File: config.mk
export PLATFORM = sky130hd
export DESIGN_NAME = jdiv_counter
export DESIGN_NICKNAME = d
export VERILOG_FILES = /design/src/rtl/jdiv_pkg.sv /design/src/rtl/jdiv_cfg_decode.sv /design/src/rtl/jdiv_feedback.sv /design/src/rtl/jdiv_antilock.sv /design/src/rtl/jdiv_stages.sv /design/src/rtl/jdiv_counter.sv
export SDC_FILE = /design/constraint.sdc
export NUM_CORES = 1
export LEC_CHECK = 0
export BUFFER_PORTS_ARGS = -buffer_cell sky130_fd_sc_hd__buf_4
export CAP_MARGIN = 20
export CORE_MARGIN = 2
export CORE_UTILIZATION = 52
export DETAILED_ROUTE_END_ITERATION = 6
export GPL_ROUTABILITY_DRIVEN = 1
export PLACE_DENSITY = 0.77
export RECOVER_POWER = 50
export SYNTH_ARGS = -nofsm -noshare
export SYNTH_HDL_FRONTEND = slang
export SYNTH_SLANG_ARGS = --single-unit
File: constraint.sdc
create_clock -name clk -period 5.8 [get_ports clk]
set_input_delay 0.29 -clock clk [delete_from_list [all_inputs] [get_ports clk]]
set_output_delay 0.29 -clock clk [all_outputs]
set_load 0.005 [all_outputs]
File: src/rtl/jdiv_pkg.sv
// Shared types for the programmable Johnson divider.
// Assumes the select code carries the ratio N directly.
package jdiv_pkg;

    typedef enum logic [1:0] {
        FB_EXT  = 2'd0,   // feedback from the serial pin
        FB_EVEN = 2'd1,   // inverted single tap
        FB_ODD  = 2'd2    // NAND of tap and the stage below
    } fb_mode_e;

endpackage

File: src/rtl/jdiv_cfg_decode.sv
// Turns the ratio select value into a feedback mode and a tap index.
// Assumes ratios 2..2*STAGES are internal; anything else is external.
module jdiv_cfg_decode
    import jdiv_pkg::*;
#(
    parameter int STAGES = 5,
    parameter int SEL_W  = $clog2(2 * STAGES + 1),
    parameter int TAP_W  = $clog2(STAGES)
) (
    input  logic [SEL_W-1:0] sel,
    output fb_mode_e         mode,
    output logic [TAP_W-1:0] tap
);
    localparam int MAX_RATIO = 2 * STAGES;

    logic [SEL_W-1:0] half;

    // Map the ratio onto a mode and a zero-based tap index (k-1).
    always_comb begin
        half = (sel - SEL_W'(1)) >> 1;
        tap  = TAP_W'(half);
        if (int'(sel) >= 2 && int'(sel) <= MAX_RATIO) begin
            mode = sel[0] ? FB_ODD : FB_EVEN;
        end else begin
            mode = FB_EXT;
            tap  = TAP_W'(STAGES - 1);
        end
    end
endmodule

File: src/rtl/jdiv_feedback.sv
// Forms the raw feedback bit for the first stage from the ring state.
// Assumes tap >= 1 whenever mode is odd.
module jdiv_feedback
    import jdiv_pkg::*;
#(
    parameter int STAGES = 5,
    parameter int TAP_W  = $clog2(STAGES)
) (
    input  logic [STAGES-1:0] q,
    input  logic              ser_in,
    input  fb_mode_e          mode,
    input  logic [TAP_W-1:0]  tap,
    output logic              tap_bit,
    output logic              low_bit,
    output logic              fb_raw
);
    // Select the tap stage and its lower neighbour without out-of-range indexing.
    always_comb begin
        tap_bit = 1'b0;
        low_bit = 1'b0;
        for (int i = 0; i < STAGES; i++) begin
            if (int'(tap) == i) tap_bit = q[i];
            if (int'(tap) == i + 1) low_bit = q[i];
        end
    end

    // Choose the feedback rule for the current mode.
    always_comb begin
        unique case (mode)
            FB_EVEN: fb_raw = ~tap_bit;
            FB_ODD:  fb_raw = ~(tap_bit & low_bit);
            default: fb_raw = ser_in;
        endcase
    end
endmodule

File: src/rtl/jdiv_antilock.sv
// Detects broken ring patterns inside the active window and zeroes feedback.
// Assumes the window is stages 0..tap and is only checked in internal modes.
module jdiv_antilock
    import jdiv_pkg::*;
#(
    parameter int STAGES = 5,
    parameter int TAP_W  = $clog2(STAGES),
    parameter int CNT_W  = $clog2(STAGES) + 1
) (
    input  logic [STAGES-1:0] q,
    input  fb_mode_e          mode,
    input  logic [TAP_W-1:0]  tap,
    input  logic              fb_raw,
    output logic              broken,
    output logic              fb_fixed
);
    logic [STAGES-2:0] edge_at;
    logic [CNT_W-1:0]  edge_cnt;

    // Mark each adjacent pair inside the window whose bits differ.
    genvar g;
    generate
        for (g = 0; g < STAGES - 1; g++) begin : g_pair
            assign edge_at[g] = (g < int'(tap)) && (q[g] ^ q[g+1]);
        end
    endgenerate

    // Count the changes; two or more means the run of ones is not contiguous.
    always_comb begin
        edge_cnt = '0;
        for (int i = 0; i < STAGES - 1; i++) begin
            edge_cnt = edge_cnt + CNT_W'(edge_at[i]);
        end
        broken   = (mode != FB_EXT) && (edge_cnt >= CNT_W'(2));
        fb_fixed = broken ? 1'b0 : fb_raw;
    end
endmodule

File: src/rtl/jdiv_stages.sv
// The shift chain: reset clears, preset loads jam bits, otherwise shifts.
// Assumes a synchronous active-low reset; reset outranks preset.
module jdiv_stages #(
    parameter int STAGES = 5
) (
    input  logic              clk,
    input  logic              rst_n,
    input  logic              load_en,
    input  logic [STAGES-1:0] jam,
    input  logic              fb_in,
    output logic [STAGES-1:0] q
);
    genvar g;
    generate
        for (g = 0; g < STAGES; g++) begin : g_stage
            if (g == 0) begin : g_head
                // First stage: clear, load, or take the feedback bit.
                always_ff @(posedge clk) begin
                    if (!rst_n)       q[g] <= 1'b0;
                    else if (load_en) q[g] <= jam[g];
                    else              q[g] <= fb_in;
                end
            end else begin : g_body
                // Later stages: clear, load, or copy the stage below.
                always_ff @(posedge clk) begin
                    if (!rst_n)       q[g] <= 1'b0;
                    else if (load_en) q[g] <= jam[g];
                    else              q[g] <= q[g-1];
                end
            end
        end
    endgenerate

    // a preset edge lands the jam bits in the stages.
    a_r2_preset_load: assert property (@(posedge clk) disable iff (!rst_n)
        load_en |=> (q == $past(jam)));

    // a counting edge moves every stage up by one place.
    a_r3_shift_up: assert property (@(posedge clk) disable iff (!rst_n)
        !load_en |=> (q[STAGES-1:1] == $past(q[STAGES-2:0])));
endmodule

File: src/rtl/jdiv_counter.sv
// Programmable Johnson divide-by-N counter, ratio 2..2*STAGES.
// Assumes ratio_sel is held steady while counting for a clean divided clock.
module jdiv_counter
    import jdiv_pkg::*;
#(
    parameter int STAGES = 5,
    parameter int SEL_W  = $clog2(2 * STAGES + 1)
) (
    input  logic              clk,
    input  logic              rst_n,
    input  logic              preset_en,
    input  logic [STAGES-1:0] jam,
    input  logic              ser_in,
    input  logic [SEL_W-1:0]  ratio_sel,
    output logic [STAGES-1:0] q,
    output logic              div_out
);
    localparam int TAP_W = $clog2(STAGES);

    fb_mode_e         mode;
    logic [TAP_W-1:0] tap;
    logic             tap_bit;
    logic             low_bit;
    logic             fb_raw;
    logic             fb_fixed;
    logic             broken;

    jdiv_cfg_decode #(.STAGES(STAGES), .SEL_W(SEL_W), .TAP_W(TAP_W)) u_decode (
        .sel  (ratio_sel),
        .mode (mode),
        .tap  (tap)
    );

    jdiv_feedback #(.STAGES(STAGES), .TAP_W(TAP_W)) u_feedback (
        .q       (q),
        .ser_in  (ser_in),
        .mode    (mode),
        .tap     (tap),
        .tap_bit (tap_bit),
        .low_bit (low_bit),
        .fb_raw  (fb_raw)
    );

    jdiv_antilock #(.STAGES(STAGES), .TAP_W(TAP_W)) u_antilock (
        .q        (q),
        .mode     (mode),
        .tap      (tap),
        .fb_raw   (fb_raw),
        .broken   (broken),
        .fb_fixed (fb_fixed)
    );

    jdiv_stages #(.STAGES(STAGES)) u_stages (
        .clk     (clk),
        .rst_n   (rst_n),
        .load_en (preset_en),
        .jam     (jam),
        .fb_in   (fb_fixed),
        .q       (q)
    );

    // The divided clock is the tap stage (the last stage in external mode).
    assign div_out = tap_bit;

    // a broken window pushes a zero into the first stage.
    a_r8_antilock_zero: assert property (@(posedge clk) disable iff (!rst_n)
        (!preset_en && broken) |=> (q[0] == 1'b0));

    // even ratio with a clean window inverts the tap into the first stage.
    a_r4_even_twist: assert property (@(posedge clk) disable iff (!rst_n)
        (!preset_en && mode == FB_EVEN && !broken) |=> (q[0] == !$past(tap_bit)));

    // odd ratio with a clean window feeds the NAND of tap and neighbour.
    a_r5_odd_nand: assert property (@(posedge clk) disable iff (!rst_n)
        (!preset_en && mode == FB_ODD && !broken) |=> (q[0] == !($past(tap_bit) && $past(low_bit))));

    // external mode passes the serial pin straight into the first stage.
    a_r6_ext_pass: assert property (@(posedge clk) disable iff (!rst_n)
        (!preset_en && mode == FB_EXT) |=> (q[0] == $past(ser_in)));
endmodule

# == Yosys cells after proc, flatten, opt, wreduce, memory -nomap -nowiden ==
# Index checks and enable logic that the tools add are counted.
# word_totals
elab_cells,58
latchBits,0
n_memories,0
output_inout_bits,6
ram_bits,0
reg_bits,5
input_bits,13
romBits,0
# op_classes
div,0
order_cmp,7
add_sub_neg,4
n_reduce_logical,8
n_mux,20
shifts,0
bitwise_logic,7
eq_ne,7
mul,0
# op_table
op,n
two-way mux 1 bit,16
"equality test 3 bit, second input constant",4
adder 4 x 1 -> 4 bit,2
">= comparator 4 x 2 -> 1 bit, second input constant",2
logical AND 1 bit,6
"less-than comparator 1 x 3 -> 1 bit, first input constant",2
"less-than comparator 2 x 3 -> 1 bit, first input constant",2
"<= comparator 4 bit, second input constant",1
two-way mux 2 bit,2
"subtractor 4 x 1 -> 4 bit, second input constant",1
XOR 1 bit,4
"equality test 3 x 2 -> 1 bit, second input constant",1
logical NOT 3 bit,1
two-way mux 3 bit,1
adder 1 x 1 -> 2 bit,1
"equality test 2 x 1 -> 1 bit, second input constant",1
"equality test 2 bit, second input constant",1
NOT 1 bit,2
one-hot mux 1 bit (2 select lines),1
nonzero test 2 bit,1
AND 1 bit,1

# == Depth between registers and ports, before layout ==
# Gate-level depths: netlist of the first run.
# depth
depth_word,14
ltp_mapped,11
depth_no_buf,10

# == Cells and area by module ==
# From an unflattened synthesis of the first run, not the netlist that was laid out.
# unflattened
hier_cells,73
area_unflattened_um2,623.1
# by_module_without_submodules
mod,n_inst,area_per_inst_um2,seq_area_each_um2,cells_each
jdiv_stages,1,192.7,100.1,16
jdiv_feedback,1,176.4,0.0,25
jdiv_cfg_decode,1,137.6,0.0,16
jdiv_antilock,1,116.4,0.0,16

# == Worst setup path before layout of the first run ==
# Ideal clock, no wire load.
# synth_path
path_kind,in2reg
start,in ratio_sel[0]
end,reg u_stages.q[0]
path_slack_ns,3.594
stages,11
arrival_ns,2.132
required_time_ns,5.726
setup_ns,0.074
path_buffers,1
path_cell_list,inv_1 ha_1 clkbuf_1 nor2_1 a22o_1 a21oi_1 ha_1 ha_1 nor4_1 a211oi_1 a31oi_1
# synth_between
elab_chain_len,14
word_cells_on_any_way,45
cone_classes,add/sub: 4; order compare: 7; eq/ne: 7; mux: 16; bitwise: 3; reduce/logical: 8
# synth_lines
element,line,source
start: declaration,jdiv_counter.sv:14,"input logic [SEL_W-1:0] ratio_sel,"
"parallel branches: the longest is 12 deep, another holds >= comparator 4 x 2 -> 1 bit",-,
two-way mux 1 bit (*),jdiv_antilock.sv:35,fb_fixed = broken ? 1'b0 : fb_raw;
two-way mux 1 bit (*),jdiv_stages.sv:20,else if (load_en) q[g] <= jam[g];
end signal: indexed assignment,jdiv_stages.sv:20,
end signal: indexed assignment,jdiv_stages.sv:21,else q[g] <= fb_in;
end: declaration,jdiv_stages.sv:11,output logic [STAGES-1:0] q
# Mark *: on every way between the ends.
# A chain may end at the register's enable or synchronous reset.

# == Worst setup path after layout of the first run ==
# layout_path
start,in ratio_sel[1]
end,out div_out
# layout_between
elab_chain_len,9
word_cells_on_any_way,15
cone_classes,add/sub: 1; order compare: 2; eq/ne: 4; mux: 6; reduce/logical: 2
# layout_lines
element,line,source
>= comparator 4 x 2 -> 1 bit / <= comparator 4 bit (equally long branches),jdiv_cfg_decode.sv:22,if (int'(sel) >= 2 && int'(sel) <= MAX_RATIO) begin
logical AND 1 bit,jdiv_cfg_decode.sv:22,
two-way mux 3 bit (*),jdiv_cfg_decode.sv:22,
logical NOT 3 bit,jdiv_feedback.sv:22,if (int'(tap) == i) tap_bit = q[i];
two-way mux 1 bit (4 in a row),jdiv_feedback.sv:22,
two-way mux 1 bit (*),jdiv_feedback.sv:22,
end: declaration,jdiv_counter.sv:16,output logic div_out
# Mark *: on every way between the ends. The rest lies on a longest branch, timed or not.

==> results of run 1 <==
worst max path at each step:
stage                 start  cells past startpoint             to  slack [ps]
2_1_floorplan  ratio_sel[0]                     11  u_stages.q[0]        3590
3_3_place_gp   ratio_sel[1]                     11  u_stages.q[0]        3380
3_5_place_dp   ratio_sel[1]                     11  u_stages.q[0]        3280
4_1_cts        ratio_sel[1]                     11  u_stages.q[0]        3500
5_1_grt        ratio_sel[1]                     11  u_stages.q[0]        3340
6_report       ratio_sel[1]                      9        div_out        3490
worst min-delay path, cell delays in order:
cell and delay [ps]:
buf_4 80, mux2i_1 50, nor2b_1 100
through the flow:
| step | power (mW) | instances | setup WS, ps |
|---|---|---|---|
| floorplan | 0.08152 | 90 | 3594 |
| global placement | 0.1023 | 118 | 3382 |
| detailed placement | 0.1033 | 118 | 3276 |
| CTS | 0.1464 | 122 | 3497 |
| global route | 0.1560 | 122 | 3342 |
| finish | 0.1471 | 122 | 3487 |
cells in the final DEF, fill, tap and decap left out, types with 2 or more instances in the layout:
cell type  netlist  final
a211oi_1         3      3
a21oi_1          3      3
a22o_1           3      3
and2_1           2      2
buf_4            0     17
clkbuf_4         0      4
dfxtp_1          5      5
ha_1             4      4
inv_1            5      5
mux2_2           2      2
mux2i_1          4      4
nand2_1          6      6
nand2b_1         2      2
nand3_1          2      2
nor2_1           5      5
nor2b_1          6      6
nor3_1           2      2
o21ai_0          6      6
or3_1            2      2
xnor2_1          3      3
logic make-up after synthesis:
kind of cell / share of synthesized area
AND/OR/NAND/NOR: 0.2667
AO/OA/AOI/OAI: 0.3148
buffers and inverters: 0.05185
multiplexers: 0.09259
flip-flops: 0.1482
XOR/XNOR: 0.05186
adder cells (fa/ha/maj): 0.07408
per-layer routing:
metal / track usage / vias to the layer above / routed length [microns]
li1: - / 381 / -
met1: 0.3633 / 345 / 789
met2: 0.3629 / 37 / 838
met3: 0.06667 / 6 / 157
met4: 0.05172 / 0 / 10
met5: 0 / - / 0
power groups by stage:
stage                     sequential, mW  combinational, mW  clock [mW]
after floorplan                   0.0419             0.0396           0
after global placement            0.0431             0.0591           0
after detailed placement          0.0433             0.0600           0
after CTS                         0.0427             0.0618      0.0420
after global routing              0.0432             0.0683      0.0445
final                             0.0428             0.0621      0.0422
final cells by class:
class / count / area share
timing repair buffer: 18 / 0.1612
multi-input combinational: 76 / 0.6448
sequential: 5 / 0.1194
clock buffer: 4 / 0.03134
tap: 14 / 0.02090
inverter: 5 / 0.02239
==> results.toml, run 1 <==
[timing]
holdWs_ps = 302.6
period_needed_ps = 2313
fin_crit_sh = 0.3988
relSlewSlack = 0.6617
setup_viol = 0
max_freq_mhz = 432.4
drv_slew = 0
rsz0062_at_grt = "no"
tns_ps = 0
hold_violations = 0
tightest_slew_ps = 494.7
skew_ps = 6.768

[layout]
top_register = "u_stages.q"
postLayoutCoreUtil = 0.7251
syn2layout_area_growth_pct = 24.07
largest_reg_flops = 5
fillerInstances = 92
ff_latch_area_sq_um = 100.1
fin_area_sq_um = 838.3
multiInputGateArea_sq_um = 540.5
layout-drive-gt1-share = 0.2222
reg.largest.list = "u_stages.q x5"
insertedDiodeCount = 0
layout.nets = 126

[logic_synthesis]
synth_edf_count = 0
synth_commonest_cells = "6 x nand2_1, 6 x nor2b_1, 6 x o21ai_0"
netlist_instances = 90
syn_nets = 107
async_reset_ff_frac = 0
synth_area_sq_um = 675.6
synth_largest_area_cell = "dfxtp_1"
ys_seq_elements = 5
yosys.area.top_type_share = 0.1481
yosysSeqAreaShare = 0.1481
yosysWarnings = 0
synth_cell_types = 41
synth_area_leaders = "dfxtp_1 15%, ha_1 7.4%, mux2i_1 5.9%, nor2b_1 5.6%, o21ai_0 4.4%"
syn_area_per_cell_sq_um = 7.507
synth-main-ff-cell = "dfxtp_1"

[cts]
postCtsSetupBuffers = 0
cts_root_buffer = "clkbuf_4"
cts_sinks = 5
cts_buffers = 3
clk_pin_slew_ps = 50
cts_resized = 0
clockBufferDepth = 2
holdBufCountCts = 0
insertion_delay_ps = 250
cts_tree = "yes"
htreeDepth = 1

[power_and_ir_drop]
p_leak_nw = 0.3735
clkPwrFrac = 0.287
pwr-share-seq = 0.291
p_switching_mw = 0.05224
irDropWorstVdd_mv = 0.1357
p_per_area_mw_per_mm2 = 175.5
combinationalPowerShare = 0.422
p_int_mw = 0.09486
switching_share = 0.3551

[floorplanning]
rows = 12
die_w_microns = 40.05
core_area_sq_mm = 0.001156
dieArea_sq_mm = 0.001604
initial_core_util = 0.5844
die_h_microns = 40.05
pin_count = 19

[critical_path]
cpMaxStageDelayCell = "ha_1"
crit_family = "buffers and inverters"
worstPathCellList = "buf_4 -> inv_1 -> ha_1 -> inv_1 -> or3_1 -> a21oi_1 -> o21ai_1 -> o211ai_1 -> buf_4"
end_kind = "output port"
r2r_setup_slack_ps = 3920
r2r-start = "u_stages.q[1]"
cp-start-kind = "input port"
slowest_delay_ps = 450
crit_type = "input port to output port"
reg2reg_to = "u_stages.q[0]"
cp_max_fo = 10
cp.arrival_ps = 2020
r2r_cells = 7
worst_ep_required_time_ps = 5510
path_buf_inv = 4

[drt]
dr.pass1.iters = 4
drcViolationCount = 0
viasPerCell = 6.303
wl_per_cell_microns = 14.71
routed-via-count = 769
drt_iter0_drc = 34
drtAntennaViolNets = 0
wirelength_mm = 1.795

[run_status]
status = "completed"

[grt]
grt_pass1_vias = 605
grtUsageTotal = 0.2500
antenna_found_initial = 0
grt_max_degree = 17
grt_pass1_wl_mm = 2.635
gr-total-overflow = 0

[place]
port_buffers = 18
routabilityCongestion = 0.8420
dp_hpwl_mm = 1.314
dpl_cell_area_sq_um = 812.0

[min_path]
hold_path.class = "input port to flop"
worstHoldStart = "jam[1]"
holdPathStages = 3
worstHoldEndpoint = "u_stages.q[1]"

[job]
maxCapViolCount = 0
Power figures use the tool's default switching activity.
==> inputs of run 2 (changes only) <==
--- a/config.mk
+++ b/config.mk
@@ -8,10 +8,10 @@
 export BUFFER_PORTS_ARGS = -buffer_cell sky130_fd_sc_hd__buf_4
 export CAP_MARGIN = 20
 export CORE_MARGIN = 2
-export CORE_UTILIZATION = 52
+export CORE_UTILIZATION = 50
 export DETAILED_ROUTE_END_ITERATION = 6
 export GPL_ROUTABILITY_DRIVEN = 1
-export PLACE_DENSITY = 0.77
+export PLACE_DENSITY = 0.74
 export RECOVER_POWER = 50
 export SYNTH_ARGS = -nofsm -noshare
 export SYNTH_HDL_FRONTEND = slang
==> constraint.sdc (replaced) <==
create_clock -name clk -period 2.37 [get_ports clk]
set_input_delay 0.1185 -clock clk [delete_from_list [all_inputs] [get_ports clk]]
set_output_delay 0.1185 -clock clk [all_outputs]
set_load 0.005 [all_outputs]
==> run 2 against run 1 <==
The run now ends with DRC left. Sequential share of layout area down 0.12 points. Via count fell by 4.6%. Count of clock-buffer cells in the layout is the same. Flip-flop and latch count stayed put. Combinational power rose by 140%. Worst setup slack got worse by 3000 ps. Critical path depth stayed put. Register-to-register slack got worse by 3300 ps. Critical path type unchanged. Clock power increased by 140%. Final area is 1.0% higher. Die area up 3.6%. Non-clock buffer count is 1 higher.
==> results.toml, run 2 (same netlist as run 1, synthesis figures left out) <==
[min_path]
holdPathStages = 3
hold_path.class = "input port to flop"

[drt]
dr.pass1.iters = 7
routed-via-count = 734
drcViolationCount = 2
drt_iter0_drc = 17
wirelength_mm = 1.704
drtAntennaViolNets = 0
wl_per_cell_microns = 13.74
viasPerCell = 5.919

[timing]
rsz0062_at_grt = "no"
relSlewSlack = 0.6369
tns_ps = 0
period_needed_ps = 1899
max_freq_mhz = 526.7
tightest_slew_ps = 531.0
setup_viol = 0
skew_ps = 5.736
hold_violations = 0
fin_crit_sh = 0.8012
holdWs_ps = 131.8
drv_slew = 0

[grt]
antenna_found_initial = 0
gr-total-overflow = 0
grt_pass1_wl_mm = 2.518
grtUsageTotal = 0.2286
grt_pass1_vias = 566
grt_max_degree = 17

[place]
port_buffers = 18
dpl_cell_area_sq_um = 820.8
routabilityCongestion = 0.8636
dp_hpwl_mm = 1.300

[cts]
cts_resized = 0
htreeDepth = 1
clk_pin_slew_ps = 50
cts_sinks = 5
cts_buffers = 3
clockBufferDepth = 2
insertion_delay_ps = 240
holdBufCountCts = 0
cts_tree = "yes"
postCtsSetupBuffers = 0
cts_root_buffer = "clkbuf_4"

[power_and_ir_drop]
pwr-share-seq = 0.295
clkPwrFrac = 0.285
p_int_mw = 0.2315
p_leak_nw = 0.3786
combinationalPowerShare = 0.420
p_switching_mw = 0.1219
irDropWorstVdd_mv = 0.4009
p_per_area_mw_per_mm2 = 417.1
switching_share = 0.3449

[critical_path]
r2r_cells = 7
path_buf_inv = 4
slowest_delay_ps = 420
cp-start-kind = "input port"
worstPathCellList = "buf_4 -> inv_1 -> ha_1 -> inv_1 -> or3_1 -> a21oi_1 -> o21ai_1 -> o211ai_1 -> buf_4"
cp.arrival_ps = 1780
cpMaxStageDelayCell = "ha_1"
crit_family = "buffers and inverters"
critical_path_depth = 9
worst_ep_required_time_ps = 2250
crit_type = "input port to output port"
end_kind = "output port"
cp_max_fo = 10

[floorplanning]
die_w_microns = 40.76
initial_core_util = 0.5258
pin_count = 19
dieArea_sq_mm = 0.001661
core_area_sq_mm = 0.001285
die_h_microns = 40.76
rows = 13

[layout]
reg.largest.list = "u_stages.q x5"
top_register = "u_stages.q"
fin_area_sq_um = 847.1
layout_commonest_cell = "buf_4"
layout_common_cells = "18 x buf_4, 6 x nand2_1, 6 x nor2b_1, 6 x o21ai_0"
multiInputGateArea_sq_um = 540.5
fillerInstances = 124
layout.nets = 127
ff_latch_area_sq_um = 100.1
layout-drive-gt1-share = 0.2294
largest_reg_flops = 5
insertedDiodeCount = 0
syn2layout_area_growth_pct = 25.37

[job]
maxCapViolCount = 0

[run_status]
status = "finished, violations left"
violations = "DRC"
run 2: cell types whose count changed in the layout (fill, tap and decap cells not counted):
cell / delta
buf_4: +1
run 2: layer usage:
metal,share of wire,wire length [microns],GRT usage,vias up
li1,-,-,-,378
met1,0.46,781,0.3247,318
met2,0.46,780,0.3492,36
met3,0.081,138,0.06522,2
met4,0.0023,4,0.02500,0
met5,0,0,0,-
run 2: worst reg2reg max path: cells and delay by family, from the launching register on:
kind / cells / cell delay [ps]
compound gates: 3 / 380
xor+xnor: 1 / 150
fa+ha+maj: 2 / 570
flops: 1 / 470
simple gates: 1 / 80
run 2: worst paths after layout:
path / startpoint / end / slack, ps
hold reg to reg: u_stages.q[0] / u_stages.q[1] / 610
setup reg to reg: u_stages.q[1] / u_stages.q[0] / 600
hold / removal: jam[2] / u_stages.q[2] / 130
setup / recovery: ratio_sel[1] / div_out / 470
run 2: through the flow:
step / setup WS [ps] / std cells / utilization / power (mW)
detailed placement: 232.6 / 120 / 0.6388 / 0.2526
global route: 329.9 / 124 / 0.6592 / 0.3780
finish: 471.2 / 124 / 0.6592 / 0.3533
global placement: 306.3 / 120 / 0.6388 / 0.2518
CTS: 487.5 / 124 / 0.6592 / 0.3538
floorplan: 335.8 / 90 / - / 0.1995
run 2: layout make-up:
type,count,area share
Sequential cell,5,0.1182
Inverter,5,0.02216
Clock buffer,4,0.03102
Multi-Input combinational cell,76,0.6381
Tap cell,15,0.02216
Timing Repair Buffer,19,0.1684
run 2: power groups by stage:
| stage | combinational, mW | sequential, mW | clock [mW] |
|---|---|---|---|
| after floorplan | 0.0970 | 0.103 | 0 |
| after detailed placement | 0.147 | 0.106 | 0 |
| after CTS | 0.148 | 0.104 | 0.102 |
| final | 0.148 | 0.104 | 0.101 |
| after global placement | 0.146 | 0.106 | 0 |
| after global routing | 0.166 | 0.105 | 0.107 |
==> inputs of run 3 (changes only) <==
--- a/config.mk
+++ b/config.mk
@@ -5,13 +5,14 @@
 export SDC_FILE = /design/constraint.sdc
 export NUM_CORES = 1
 export LEC_CHECK = 0
+export ABC_AREA = 1
 export BUFFER_PORTS_ARGS = -buffer_cell sky130_fd_sc_hd__buf_4
 export CAP_MARGIN = 20
 export CORE_MARGIN = 2
-export CORE_UTILIZATION = 50
+export CORE_UTILIZATION = 44
 export DETAILED_ROUTE_END_ITERATION = 6
 export GPL_ROUTABILITY_DRIVEN = 1
-export PLACE_DENSITY = 0.74
+export PLACE_DENSITY = 0.7
 export RECOVER_POWER = 50
 export SYNTH_ARGS = -nofsm -noshare
 export SYNTH_HDL_FRONTEND = slang
==> constraint.sdc (replaced) <==
create_clock -name clk -period 1.69 [get_ports clk]
set_input_delay 0.0845 -clock clk [delete_from_list [all_inputs] [get_ports clk]]
set_output_delay 0.0845 -clock clk [all_outputs]
set_load 0.005 [all_outputs]
==> run 3 against run 2 <==
The run ends with setup timing left. Clock power increased by 35%. Power increased by 65%. Count of clock-buffer cells in the layout unchanged. Via count increased by 13%. Combinational power increased by 110%. Non-clock buffer count increased by 21. Clock skew decreased by 4.6 ps. Critical path depth increased by 11. Final area increased by 24%. Critical endpoint is now u_stages.q[0]. Largest cell class unchanged.
==> results.toml, run 3 <==
[logic_synthesis]
syn_area_per_cell_sq_um = 5.977
yosysSeqAreaShare = 0.1626
syn_nets = 120
async_reset_ff_frac = 0
synth_cell_types = 19
synth_edf_count = 0
synth-main-ff-cell = "dfxtp_1"
synth_area_sq_um = 615.6
synth_area_leaders = "dfxtp_1 16%, nand2_1 12%, inv_1 12%, ha_1 8.1%, nand3_1 8.1%"
yosysMostFrequentCell = "nand2_1"
yosys.area.top_type_share = 0.1626
netlist_instances = 103
ys_seq_elements = 5
synth_commonest_cells = "20 x nand2_1, 19 x inv_1, 11 x nor2_1"
yosysWarnings = 0
synth_largest_area_cell = "dfxtp_1"

[grt]
gr-total-overflow = 0
grt_max_degree = 9
grtUsageTotal = 0.1996
grt_pass1_vias = 731
antenna_found_initial = 0
grt_pass1_wl_mm = 2.787

[floorplanning]
die_w_microns = 41.41
die_h_microns = 41.41
core_area_sq_mm = 0.001301
initial_core_util = 0.4731
dieArea_sq_mm = 0.001714
pin_count = 19
rows = 13

[drt]
wl_per_cell_microns = 13.41
routed-via-count = 832
drcViolationCount = 0
viasPerCell = 5.136
dr.pass1.iters = 4
wirelength_mm = 2.172
drtAntennaViolNets = 0
drt_iter0_drc = 20

[cts]
cts_sinks = 5
holdBufCountCts = 0
cts_root_buffer = "clkbuf_4"
cts_tree = "yes"
htreeDepth = 1
clockBufferDepth = 2
cts_buffers = 3
clk_pin_slew_ps = 40
insertion_delay_ps = 240

[timing]
holdWs_ps = 93.23
fin_crit_sh = 1.108
fin_ws_ps = -183.2
tightest_slew_ps = 204.4
rsz0062_at_grt = "yes"
period_needed_ps = 1873
relSlewSlack = 0.8637
skew_ps = 1.170
hold_violations = 0
max_freq_mhz = 533.8
drv_slew = 0
setup_viol = 2

[critical_path]
worst_ep_required_time_ps = 1860
cp.arrival_ps = 2050
cp_max_fo = 5
cp-start-kind = "input port"
end_kind = "flop"
r2r_cells = 13
crit_type = "input port to flop"

[power_and_ir_drop]
p_leak_nw = 0.5667
power.total_mw = 0.5840
irDropWorstVdd_mv = 0.5410
p_per_area_mw_per_mm2 = 556.3

[layout]
syn2layout_area_growth_pct = 70.53
top_register = "u_stages.q"
fin_cells = 162
ff_latch_area_sq_um = 100.1
layout-drive-gt1-share = 0.4762
largest_reg_flops = 5
insertedDiodeCount = 0
multiInputGateArea_sq_um = 489.2
layout.nets = 165
reg.largest.list = "u_stages.q x5"
fin_area_sq_mm = 0.001050
layout_commonest_cell = "buf_4"
layout_common_cells = "31 x buf_4, 17 x nand2_1, 15 x inv_1, 9 x nand3_1, 9 x nor2_1"
fillerInstances = 84

[run_status]
status = "finished, violations left"
violations = "setup timing"

[place]
port_buffers = 18
dpl_cell_area_sq_um = 917.1
routabilityCongestion = 0.8361
dp_hpwl_mm = 1.320
post-place-cells = 155
place_ws_ps = -490.6

[job]
maxCapViolCount = 0

[min_path]
holdPathStages = 3
hold_path.class = "input port to flop"
run 3: cell count changes in the layout (fill, tap and decap cells not counted), moves of 5 or more:
cell / previous run / this run
buf_4: 18 / 31
inv_1: 5 / 15
inv_2: 0 / 5
nand2_1: 6 / 17
nand2_2: 0 / 6
nand3_1: 2 / 9
nor2b_1: 6 / 0
run 3: power breakdown:
part           switching [mW]  total, mW  leakage (nW)  internal, mW
Sequential            0.00927      0.137        0.0416         0.128
Combinational           0.157      0.311         0.510         0.154
Clock                  0.0465      0.136        0.0150        0.0891
Total                   0.213      0.584         0.567         0.371
run 3: path summary, 6_finish.rpt:
| check | slack (ps) | to | from |
|---|---|---|---|
| hold reg to reg | 570 | u_stages.q[4] | u_stages.q[3] |
| hold / removal | 90 | u_stages.q[1] | jam[1] |
| setup / recovery | -180 | u_stages.q[0] | ratio_sel[1] |
| setup reg to reg | -130 | u_stages.q[0] | u_stages.q[1] |
run 3: logic make-up after synthesis:
family                     after synthesis  share of synthesized area
DFF                                      5                     0.1626
adders and majority gates                4                    0.08130
buffers and inverters                   21                     0.1281
xor gates and xnor gates                 1                    0.01423
AOI/OAI and AO/OA                       18                     0.1646
and+or+nand+nor                         54                     0.4492
run 3: metrics by stage:
| step | TNS [ps] | utilization |
|---|---|---|
| 3_3_place_gp | -434.9 | 0.7048 |
| 2_1_floorplan | -264.8 | - |
| 5_1_grt | -410.2 | 0.8067 |
| 3_5_place_dp | -490.6 | 0.7048 |
| 6_report | -186.0 | 0.8067 |
| 4_1_cts | -226.4 | 0.7317 |
run 3: cell type report:
class                   count  share of cell area
multi-input cells          77              0.4660
repair buffers             40              0.3159
flip-flops and latches      5             0.09535
inverters                  21             0.07986
clock buffers               4             0.02503
well taps                  15             0.01788
run 3: per-layer routing:
| metal | share of wire | wire (microns) | GRT usage | vias up |
|---|---|---|---|---|
| met2 | 0.49 | 1063 | 0.3625 | 38 |
| met5 | 0 | 0 | 0 | - |
| met1 | 0.42 | 905 | 0.2387 | 369 |
| li1 | - | - | - | 411 |
| met4 | 0.049 | 106 | 0.08387 | 0 |
| met3 | 0.044 | 96 | 0.01304 | 14 |
run 3: worst max-delay path, stage by stage:
cell and delay (ps):
buf_12 110, ha_4 150, inv_2 50, nand2_2 50, nand2_2 80, nand2_4 60, buf_6 130, nand2_4 60
nand2_2 50, o21ai_1 70, inv_1 60, ha_1 270, ha_1 260, o21ai_1 70, a21oi_1 50, nand3_1 60
nand2_1 50, a21oi_1 120, nand2_1 80, a21oi_2 110
run 3: timing repair:
item,4_1_cts,5_1_grt
pin swaps,2,4
setup endpoints to repair,1,2
gates resized for setup,2,23
buffers inserted,0,3
